$ cat src/rtl/sys_ctl_pkg.sv
package sys_ctl_pkg;

  // Strobes the decode stage hands to the register datapath.
  typedef struct packed {
    logic pwrClr;   // power-on clear of the whole register
    logic devClr;   // device reset: clear the request bit only
    logic wrHit;    // write addressed to this port
    logic rdHit;    // read addressed to this port
  } ctlStrobe_t;

endpackage

$ cat src/rtl/sys_ctl_decode.sv
module sys_ctl_decode
  import sys_ctl_pkg::*;
#(
  parameter int          ADDR_W    = 16,
  parameter logic [15:0] PORT_ADDR = 16'h0092
) (
  input  logic              rst,
  input  logic              devRst,
  input  logic [ADDR_W-1:0] ioAddr,
  input  logic              ioWr,
  input  logic              ioRd,
  output ctlStrobe_t        strobe
);

  localparam logic [ADDR_W-1:0] MATCH = ADDR_W'(PORT_ADDR);

  logic addrHit;

  assign addrHit = (ioAddr == MATCH);

  always_comb begin
    strobe        = '0;
    strobe.pwrClr = rst;
    // Power-on reset dominates every other strobe.
    strobe.devClr = devRst & ~rst;
    strobe.wrHit  = ioWr & addrHit & ~rst;
    strobe.rdHit  = ioRd & addrHit;
  end

endmodule

$ cat src/rtl/sys_ctl_regs.sv
module sys_ctl_regs
  import sys_ctl_pkg::*;
#(
  parameter int DATA_W   = 8,
  parameter int GATE_BIT = 1,
  parameter int RST_BIT  = 0
) (
  input  logic              clk,
  input  ctlStrobe_t        strobe,
  input  logic [DATA_W-1:0] wData,
  output logic [DATA_W-1:0] rData,
  output logic              gateOut,
  output logic              reqOut
);

  logic [DATA_W-1:0] regQ;
  logic [DATA_W-1:0] regNext;
  logic              reqNext;

  // Next register value: a write loads everything, device reset then
  // forces the request bit low.
  always_comb begin
    regNext = regQ;
    if (strobe.wrHit) regNext = wData;
    if (strobe.devClr) regNext[RST_BIT] = 1'b0;
  end

  // Request on a 0->1 change of the request bit, not during device reset.
  assign reqNext = strobe.wrHit & wData[RST_BIT] & ~regQ[RST_BIT] & ~strobe.devClr;

  always_ff @(posedge clk) begin
    if (strobe.pwrClr) begin
      regQ    <= '0;
      gateOut <= 1'b0;
      reqOut  <= 1'b0;
    end else begin
      regQ    <= regNext;
      gateOut <= regNext[GATE_BIT];
      reqOut  <= reqNext;
    end
  end

  // Read data gated bit by bit by the read select.
  for (genvar i = 0; i < DATA_W; i++) begin : g_rd
    assign rData[i] = regQ[i] & strobe.rdHit;
  end

endmodule

$ cat src/rtl/sys_ctl_port.sv
module sys_ctl_port
  import sys_ctl_pkg::*;
#(
  parameter int          ADDR_W    = 16,
  parameter int          DATA_W    = 8,
  parameter logic [15:0] PORT_ADDR = 16'h0092,
  parameter int          GATE_BIT  = 1,
  parameter int          RST_BIT   = 0
) (
  input  logic              clk,
  input  logic              rst,
  input  logic              devRst,
  input  logic [ADDR_W-1:0] ioAddr,
  input  logic              ioWr,
  input  logic              ioRd,
  input  logic [DATA_W-1:0] ioWdata,
  output logic [DATA_W-1:0] ioRdata,
  output logic              a20Gate,
  output logic              resetReq
);

  ctlStrobe_t strobe;

  sys_ctl_decode #(
    .ADDR_W   (ADDR_W),
    .PORT_ADDR(PORT_ADDR)
  ) u_decode (
    .rst   (rst),
    .devRst(devRst),
    .ioAddr(ioAddr),
    .ioWr  (ioWr),
    .ioRd  (ioRd),
    .strobe(strobe)
  );

  sys_ctl_regs #(
    .DATA_W  (DATA_W),
    .GATE_BIT(GATE_BIT),
    .RST_BIT (RST_BIT)
  ) u_regs (
    .clk    (clk),
    .strobe (strobe),
    .wData  (ioWdata),
    .rData  (ioRdata),
    .gateOut(a20Gate),
    .reqOut (resetReq)
  );

endmodule

$ cat config.mk
export PLATFORM = sky130hd
export DESIGN_NAME = sys_ctl_port
export DESIGN_NICKNAME = d
export VERILOG_FILES = /design/src/rtl/sys_ctl_pkg.sv /design/src/rtl/sys_ctl_decode.sv /design/src/rtl/sys_ctl_regs.sv /design/src/rtl/sys_ctl_port.sv
export SDC_FILE = /design/constraint.sdc
export NUM_CORES = 1
export LEC_CHECK = 0
export BUFFER_PORTS_ARGS = -buffer_cell sky130_fd_sc_hd__buf_2
export CAP_MARGIN = 10
export CELL_PAD_IN_SITES_DETAIL_PLACEMENT = 1
export CELL_PAD_IN_SITES_GLOBAL_PLACEMENT = 2
export CORE_MARGIN = 2
export CORE_UTILIZATION = 18
export CTS_CLUSTER_DIAMETER = 80
export DETAILED_ROUTE_END_ITERATION = 16
export GPL_TIMING_DRIVEN = 0
export PLACE_DENSITY = 0.85
export SLEW_MARGIN = 10
export SYNTH_ARGS = -nofsm -noshare
export SYNTH_HDL_FRONTEND = slang
export SYNTH_SLANG_ARGS = --single-unit
$ cat constraint.sdc
create_clock -name clk -period 1.8 [get_ports clk]
set_input_delay 0.36 -clock clk [delete_from_list [all_inputs] [get_ports clk]]
set_output_delay 0.36 -clock clk [all_outputs]
set_load 0.01 [all_outputs]
==> metrics.log, run 1 <==
[metrics] outcome: finished, violations left
[metrics] violations in the final reports: setup timing
[metrics] count of pins over their slew limit: 0
[metrics] switching power: 86.9 µW
[metrics] Via Count: 497
[metrics] most numerous cell in the Yosys netlist: dfxtp_1
[metrics] achievable clock frequency: 0.547 GHz
[metrics] first-pass GRT wire length: 2.06 mm
[metrics] final core utilization: 34.1%
[metrics] post-synthesis net count: 74
[metrics] DRT antenna net count: 0
[metrics] Max transition margin: 66.2%
[metrics] floorplan die area: 2930 µm²
[metrics] required arrival time at the worst endpoint: 1.44 ns
[metrics] type of origin of the critical path: input port
[metrics] Pint: 316 µW
[metrics] list of most frequent post-synthesis cells: dfxtp_1, and2_1, mux2_2, nor2b_1, nor4b_1
[metrics] class of the worst hold path: input port to register
[metrics] number of global-route vias before repair: 544
[metrics] initial drt markers: 0
[metrics] Tmin final: 1.83 ns
[metrics] Worst VDD drop: 0.197 mV
[metrics] CP Class: input port to output pin
[metrics] share of the synthesized area in the top cell type: 39.8%
[metrics] transition time at the pin with the least slew margin: 0.507 ns
[metrics] count of cell types in the netlist: 14
[metrics] Final Total Pwr: 403 µW
[metrics] number of endpoints failing setup at the final stage: 8
[metrics] worst setup slack after layout: -0.0273 ns
[metrics] initial antenna violation count: 0
[metrics] number of fill cells in the layout: 305
[metrics] CTS tree: built
[metrics] pin count of the biggest net entering global routing: 10
[metrics] final hold viol count: 0
[metrics] Clock Tree Root: clkbuf_4
[metrics] max-cap viol count: 0
[metrics] area growth from synthesis to layout: 83.1%
[metrics] flip-flop cell with the highest count after synthesis: dfxtp_1
[metrics] EDFF count, synth: 0
[metrics] CTS buffer count: 3
[metrics] core region area: 2430 µm²
[metrics] ratio of cells with drive above 1 in the final layout: 66.3%
[metrics] placed inst area: 676 µm²
[metrics] clock group share of total power: 37.9%
[metrics] clock sink count: 9
[metrics] crit share post-route: 102%
[metrics] CTS H-tree lvls: 1
[metrics] global-route usage over all layers: 10.1%
[metrics] setup repair after global routing missed its margin: yes
[metrics] total of buffers placed on input and output ports: 37
[metrics] flops & latches, synth: 9
[metrics] share of synthesized flip-flops with an asynchronous set or reset: 0%
[metrics] worst path arrival time: 1.47 ns
[metrics] clock latency reported for the late side of the worst-skew pair: 0.25 ns
[metrics] chip height: 54.2 µm
[metrics] mean routed wirelength per cell: 11.9 µm
[metrics] I/O pin cnt: 39
[metrics] starting utilization of the core area: 18.6%
[metrics] power density over the cells: 486 nW/µm²
[metrics] Switching Share: 21.6%
[metrics] die width: 54.2 µm
[metrics] worst-case clock buffer depth: 2
[metrics] sequential-to-total area share from yosys stat: 39.8%
[metrics] GPL Wtd Cong: 0.537
[metrics] wirelength, routed: 1.42 mm
[metrics] clock-pin slew on the worst setup and hold paths: 0.06 ns
[metrics] Final Instance Area: 830 µm²
[metrics] DRC violation count after routing: 0
[metrics] total of warnings raised by yosys: 0
[metrics] top cells by area, synth: dfxtp_1, mux2_2, and2_1
[metrics] Placed Instances: 112
[metrics] Worst setup EP type: output pin
[metrics] Synth area leader: dfxtp_1
[metrics] Fin Setup TNS: -0.110 ns
[metrics] via count normalized by instance count: 4.18
[metrics] area of the mapped netlist: 453 µm²
[metrics] Final HPWL DP: 1.08 mm
[metrics] tightest hold margin: 0.330 ns
[metrics] grt ovf: 0
[metrics] antenna diode instance count: 0
[metrics] number of rows created at floorplan: 18
[metrics] average instance area after synthesis: 10.1 µm²
[metrics] relative contribution of sequential cells to total power: 49.4%
[metrics] non-filler instance count after layout: 119
[metrics] first-pass detailed-route iteration total: 1
[metrics] Comb power frac: 12.7%
[metrics] final clock skew: 0.000135 ns
[metrics] Worst Setup Slack post-DPL: -0.457 ns
[metrics] reported leakage power: 0.395 nW
[metrics] number of standard cells after synthesis: 45
[metrics] critical-path maximum fanout: 8
[metrics] fin nets: 119
power by group through the flow:
| stage | Combinational (mW) | Clock (mW) | Sequential (mW) |
|---|---|---|---|
| floorplan | 0.00824 | 0 | 0.204 |
| global placement | 0.0371 | 0 | 0.204 |
| detailed placement | 0.0391 | 0 | 0.204 |
| CTS | 0.0505 | 0.164 | 0.199 |
| global route | 0.0559 | 0.172 | 0.199 |
| finish | 0.0513 | 0.153 | 0.199 |
logic make-up (layout without fill, tap and decap cells):
family / after synthesis / after routing / share of synthesized area (%)
AND/OR/NAND/NOR: 26 / 26 / 39.0
multiplexers: 8 / 8 / 19.6
buffers and inverters: 2 / 46 / 1.66
flip-flops: 9 / 9 / 39.8
path summary, 6_finish.rpt:
kind             startpoint        endpoint  slack [ns]  cells after the start
max              ioAddr[10]      ioRdata[2]       -0.03                      6
min              ioWdata[1]  u_regs.gateOut        0.33                      2
max reg2reg  u_regs.gateOut  u_regs.gateOut        0.99                      2
min reg2reg  u_regs.regQ[0]  u_regs.regQ[0]        0.46                      2
routing by layer:
metal | GRT usage, % | wire, µm
met1 | 8.46 | 474
met2 | 20.3 | 756
met3 | 3.61 | 187
met4 | 5.00 | 0
met5 | 0 | 0
worst max-delay path: stages:
cell and delay (ns):
buf_6 0.10, nor4_4 0.27, nand4_1 0.22, nor2_4 0.23, and2_1 0.16, buf_2 0.13
cell type report:
type	count	area [µm²]	share of cell area, %
plain buffers	1	3.75	0.452
clock buffers	4	26.3	3.17
inverters	1	3.75	0.452
multi-input cells	34	314	37.9
flip-flops and latches	9	180	21.7
well taps	30	37.5	4.52
repair buffers	40	264	31.8
flip-flops by register name, indices dropped and copies added, names as in the netlist:
| signal | cells |
|---|---|
| u_regs.gateOut | 1 |
| u_regs.regQ | 7 |
| u_regs.reqOut | 1 |
placed cells by master, fill, tap and decap left out, drive strengths merged:
cell type,instances
nand2,2
nor4b,3
and2,8
nand4,1
nor3b,1
clkbuf,5
nor4,1
buf,40
nor2b,7
mux2i,1
nor2,2
mux2,7
inv,1
dfxtp,9
and4b,1
repair_timing:
| action | CTS | global route |
|---|---|---|
| cloned | 0 | 0 |
| setup endpoints to repair | 15 | 8 |
| setup buffers | 3 | 0 |
| hold buffers | 0 | 0 |
| gates resized for setup | 12 | 5 |
| pin swaps | 11 | 10 |
No activity file was read; power rests on OpenSTA's default activity.
==> inputs of run 2 (changes only) <==
SKIP_CTS_REPAIR_TIMING = 1   (was unset)
==> metrics.log, run 2 (same netlist as run 1, synthesis figures left out) <==
[metrics] number of global-route vias before repair: 516 (was 544)
[metrics] first-pass GRT wire length: 1.95 mm (was 2.06 mm)
[metrics] Clock Tree Root: clkbuf_4 (unchanged)
[metrics] core region area: 2430 µm² (unchanged)
[metrics] worst setup slack after layout: -0.0481 ns (was -0.0273 ns)
[metrics] CTS tree: built (unchanged)
[metrics] final core utilization: 34.5% (was 34.1%)
[metrics] worst path arrival time: 1.49 ns (was 1.47 ns)
[metrics] DRT antenna net count: 0 (unchanged)
[metrics] crit path max-delay cell type: nor2_4 (was nor4_4)
[metrics] clock latency reported for the late side of the worst-skew pair: 0.25 ns (about the same)
[metrics] placed inst area: 676 µm² (unchanged)
[metrics] Tmin final: 1.85 ns (was 1.83 ns)
[metrics] CP Class: input port to output pin (unchanged)
[metrics] outcome: finished, violations left (unchanged)
[metrics] CTS buffer count: 3 (unchanged)
[metrics] critical path's largest stage delay: 0.26 ns (was 0.27 ns)
[metrics] class of the worst hold path: input port to register (unchanged)
[metrics] max FFs per register: 7 (unchanged)
[metrics] Worst Setup Slack post-DPL: -0.457 ns (unchanged)
[metrics] fin nets: 119 (unchanged)
[metrics] count of pins over their slew limit: 0 (unchanged)
[metrics] Max transition margin: 66.8% (was 66.2%)
[metrics] register with the most flip-flops: u_regs.regQ (unchanged)
[metrics] tightest hold margin: 0.329 ns (was 0.330 ns)
[metrics] biggest regs: u_regs.regQ (7), u_regs.gateOut (1), u_regs.reqOut (1) (unchanged)
[metrics] CTS H-tree lvls: 1 (unchanged)
[metrics] area growth from synthesis to layout: 85.1% (was 83.1%)
[metrics] max-cap viol count: 0 (unchanged)
[metrics] antenna diode instance count: 0 (unchanged)
[metrics] mean routed wirelength per cell: 12.2 µm (was 11.9 µm)
[metrics] die width: 54.2 µm (unchanged)
[metrics] initial drt markers: 0 (unchanged)
[metrics] pin count of the biggest net entering global routing: 10 (unchanged)
[metrics] final hold viol count: 0 (unchanged)
[metrics] starting utilization of the core area: 18.6% (unchanged)
[metrics] clock sink count: 9 (unchanged)
[metrics] chip height: 54.2 µm (unchanged)
[metrics] via count normalized by instance count: 4.17 (was 4.18)
[metrics] critical-path maximum fanout: 8 (unchanged)
[metrics] first-pass detailed-route iteration total: 1 (unchanged)
[metrics] grt ovf: 0 (unchanged)
[metrics] DRC violation count after routing: 0 (unchanged)
[metrics] type of origin of the critical path: input port (unchanged)
[metrics] final clock skew: 0.000135 ns (about the same)
[metrics] required arrival time at the worst endpoint: 1.44 ns (about the same)
[metrics] Final Instance Area: 838 µm² (was 830 µm²)
[metrics] most frequent cell on the critical path: buf_2
[metrics] ratio of cells with drive above 1 in the final layout: 66.3% (unchanged)
[metrics] Final HPWL DP: 1.08 mm (unchanged)
[metrics] crit share post-route: 103% (was 102%)
[metrics] number of endpoints failing setup at the final stage: 8 (unchanged)
[metrics] total of buffers placed on input and output ports: 37 (unchanged)
[metrics] GPL Wtd Cong: 0.537 (unchanged)
[metrics] CP cell instances: buf_2 -> nor4b_4 -> nand4_1 -> nor2_4 -> and2_1 -> buf_2 (was buf_6 -> nor4_4 -> nand4_1 -> nor2_4 -> and2_1 -> buf_2)
[metrics] clock-pin slew on the worst setup and hold paths: 0.06 ns (about the same)
[metrics] reported leakage power: 0.400 nW (was 0.395 nW)
[metrics] transition time at the pin with the least slew margin: 0.498 ns (was 0.507 ns)
[metrics] most common cell after layout, fill and taps aside: buf_2 (unchanged)
[metrics] achievable clock frequency: 0.541 GHz (was 0.547 GHz)
[metrics] violations in the final reports: setup timing (unchanged)
[metrics] I/O pin cnt: 39 (unchanged)
[metrics] Worst VDD drop: 0.200 mV (was 0.197 mV)
[metrics] most frequent cells in the layout: buf_2, dfxtp_1, nor2b_1, mux2_2, buf_6 (unchanged)
[metrics] setup repair after global routing missed its margin: yes (unchanged)
[metrics] Final Total Pwr: 406 µW (was 403 µW)
[metrics] number of rows created at floorplan: 18 (unchanged)
[metrics] initial antenna violation count: 0 (unchanged)
[metrics] power density over the cells: 484 nW/µm² (was 486 nW/µm²)
[metrics] wirelength, routed: 1.45 mm (was 1.42 mm)
[metrics] floorplan die area: 2930 µm² (unchanged)
[metrics] Worst setup EP type: output pin (unchanged)
[metrics] worst-case clock buffer depth: 2 (unchanged)
[metrics] Via Count: 496 (was 497)
[metrics] global-route usage over all layers: 9.61% (was 10.1%)
==> run 2: changes by cell type in the layout (fill, tap and decap cells not counted) <==
cell     change
nor4b_4      +1
nor4b_2      -1
==> run 2: routing by layer <==
metal,GRT usage (%),up-vias,share of wire [%]
li1,-,243,-
met1,8.13,224,34
met2,18.9,29,53
met3,3.61,0,13
met4,5.00,0,0
met5,0,-,0
==> run 2: cell type report <==
type,instances,area [µm²]
Fill cell,302,1590
Multi-Input combinational cell,34,323
Timing Repair Buffer,40,264
Sequential cell,9,180
Tap cell,30,37.5
Clock buffer,4,26.3
Buffer,1,3.75
Inverter,1,3.75
==> run 2: per-stage QoR <==
step | std cells | TNS [ns]
6_report | 119 | -0.230
4_1_cts | 116 | -3.96
3_5_place_dp | 112 | -6.09
5_1_grt | 119 | -0.823
3_3_place_gp | 112 | -4.79
2_1_floorplan | 45 | 0
==> run 2: report_power, final <==
part | internal [mW] | switching [mW]
Clock | 0.0853 | 0.0679
Combinational | 0.0327 | 0.0205
Sequential | 0.199 | 0.000000523
Total | 0.317 | 0.0885
==> run 2: worst paths after layout <==
path | endpoint | cells past startpoint | slack [ns] | start
worst max-delay path | ioRdata[2] | 6 | -0.05 | ioAddr[0]
worst min-delay path | u_regs.gateOut | 2 | 0.33 | ioWdata[1]
worst max register to register | u_regs.gateOut | 2 | 0.99 | u_regs.gateOut
worst min register to register | u_regs.regQ[0] | 2 | 0.46 | u_regs.regQ[0]
==> run 2: critical path, delay by kind of cell <==
family                 cells  cell delay (ns)
AND/OR/NAND/NOR            4             0.88
buffers and inverters      2             0.25
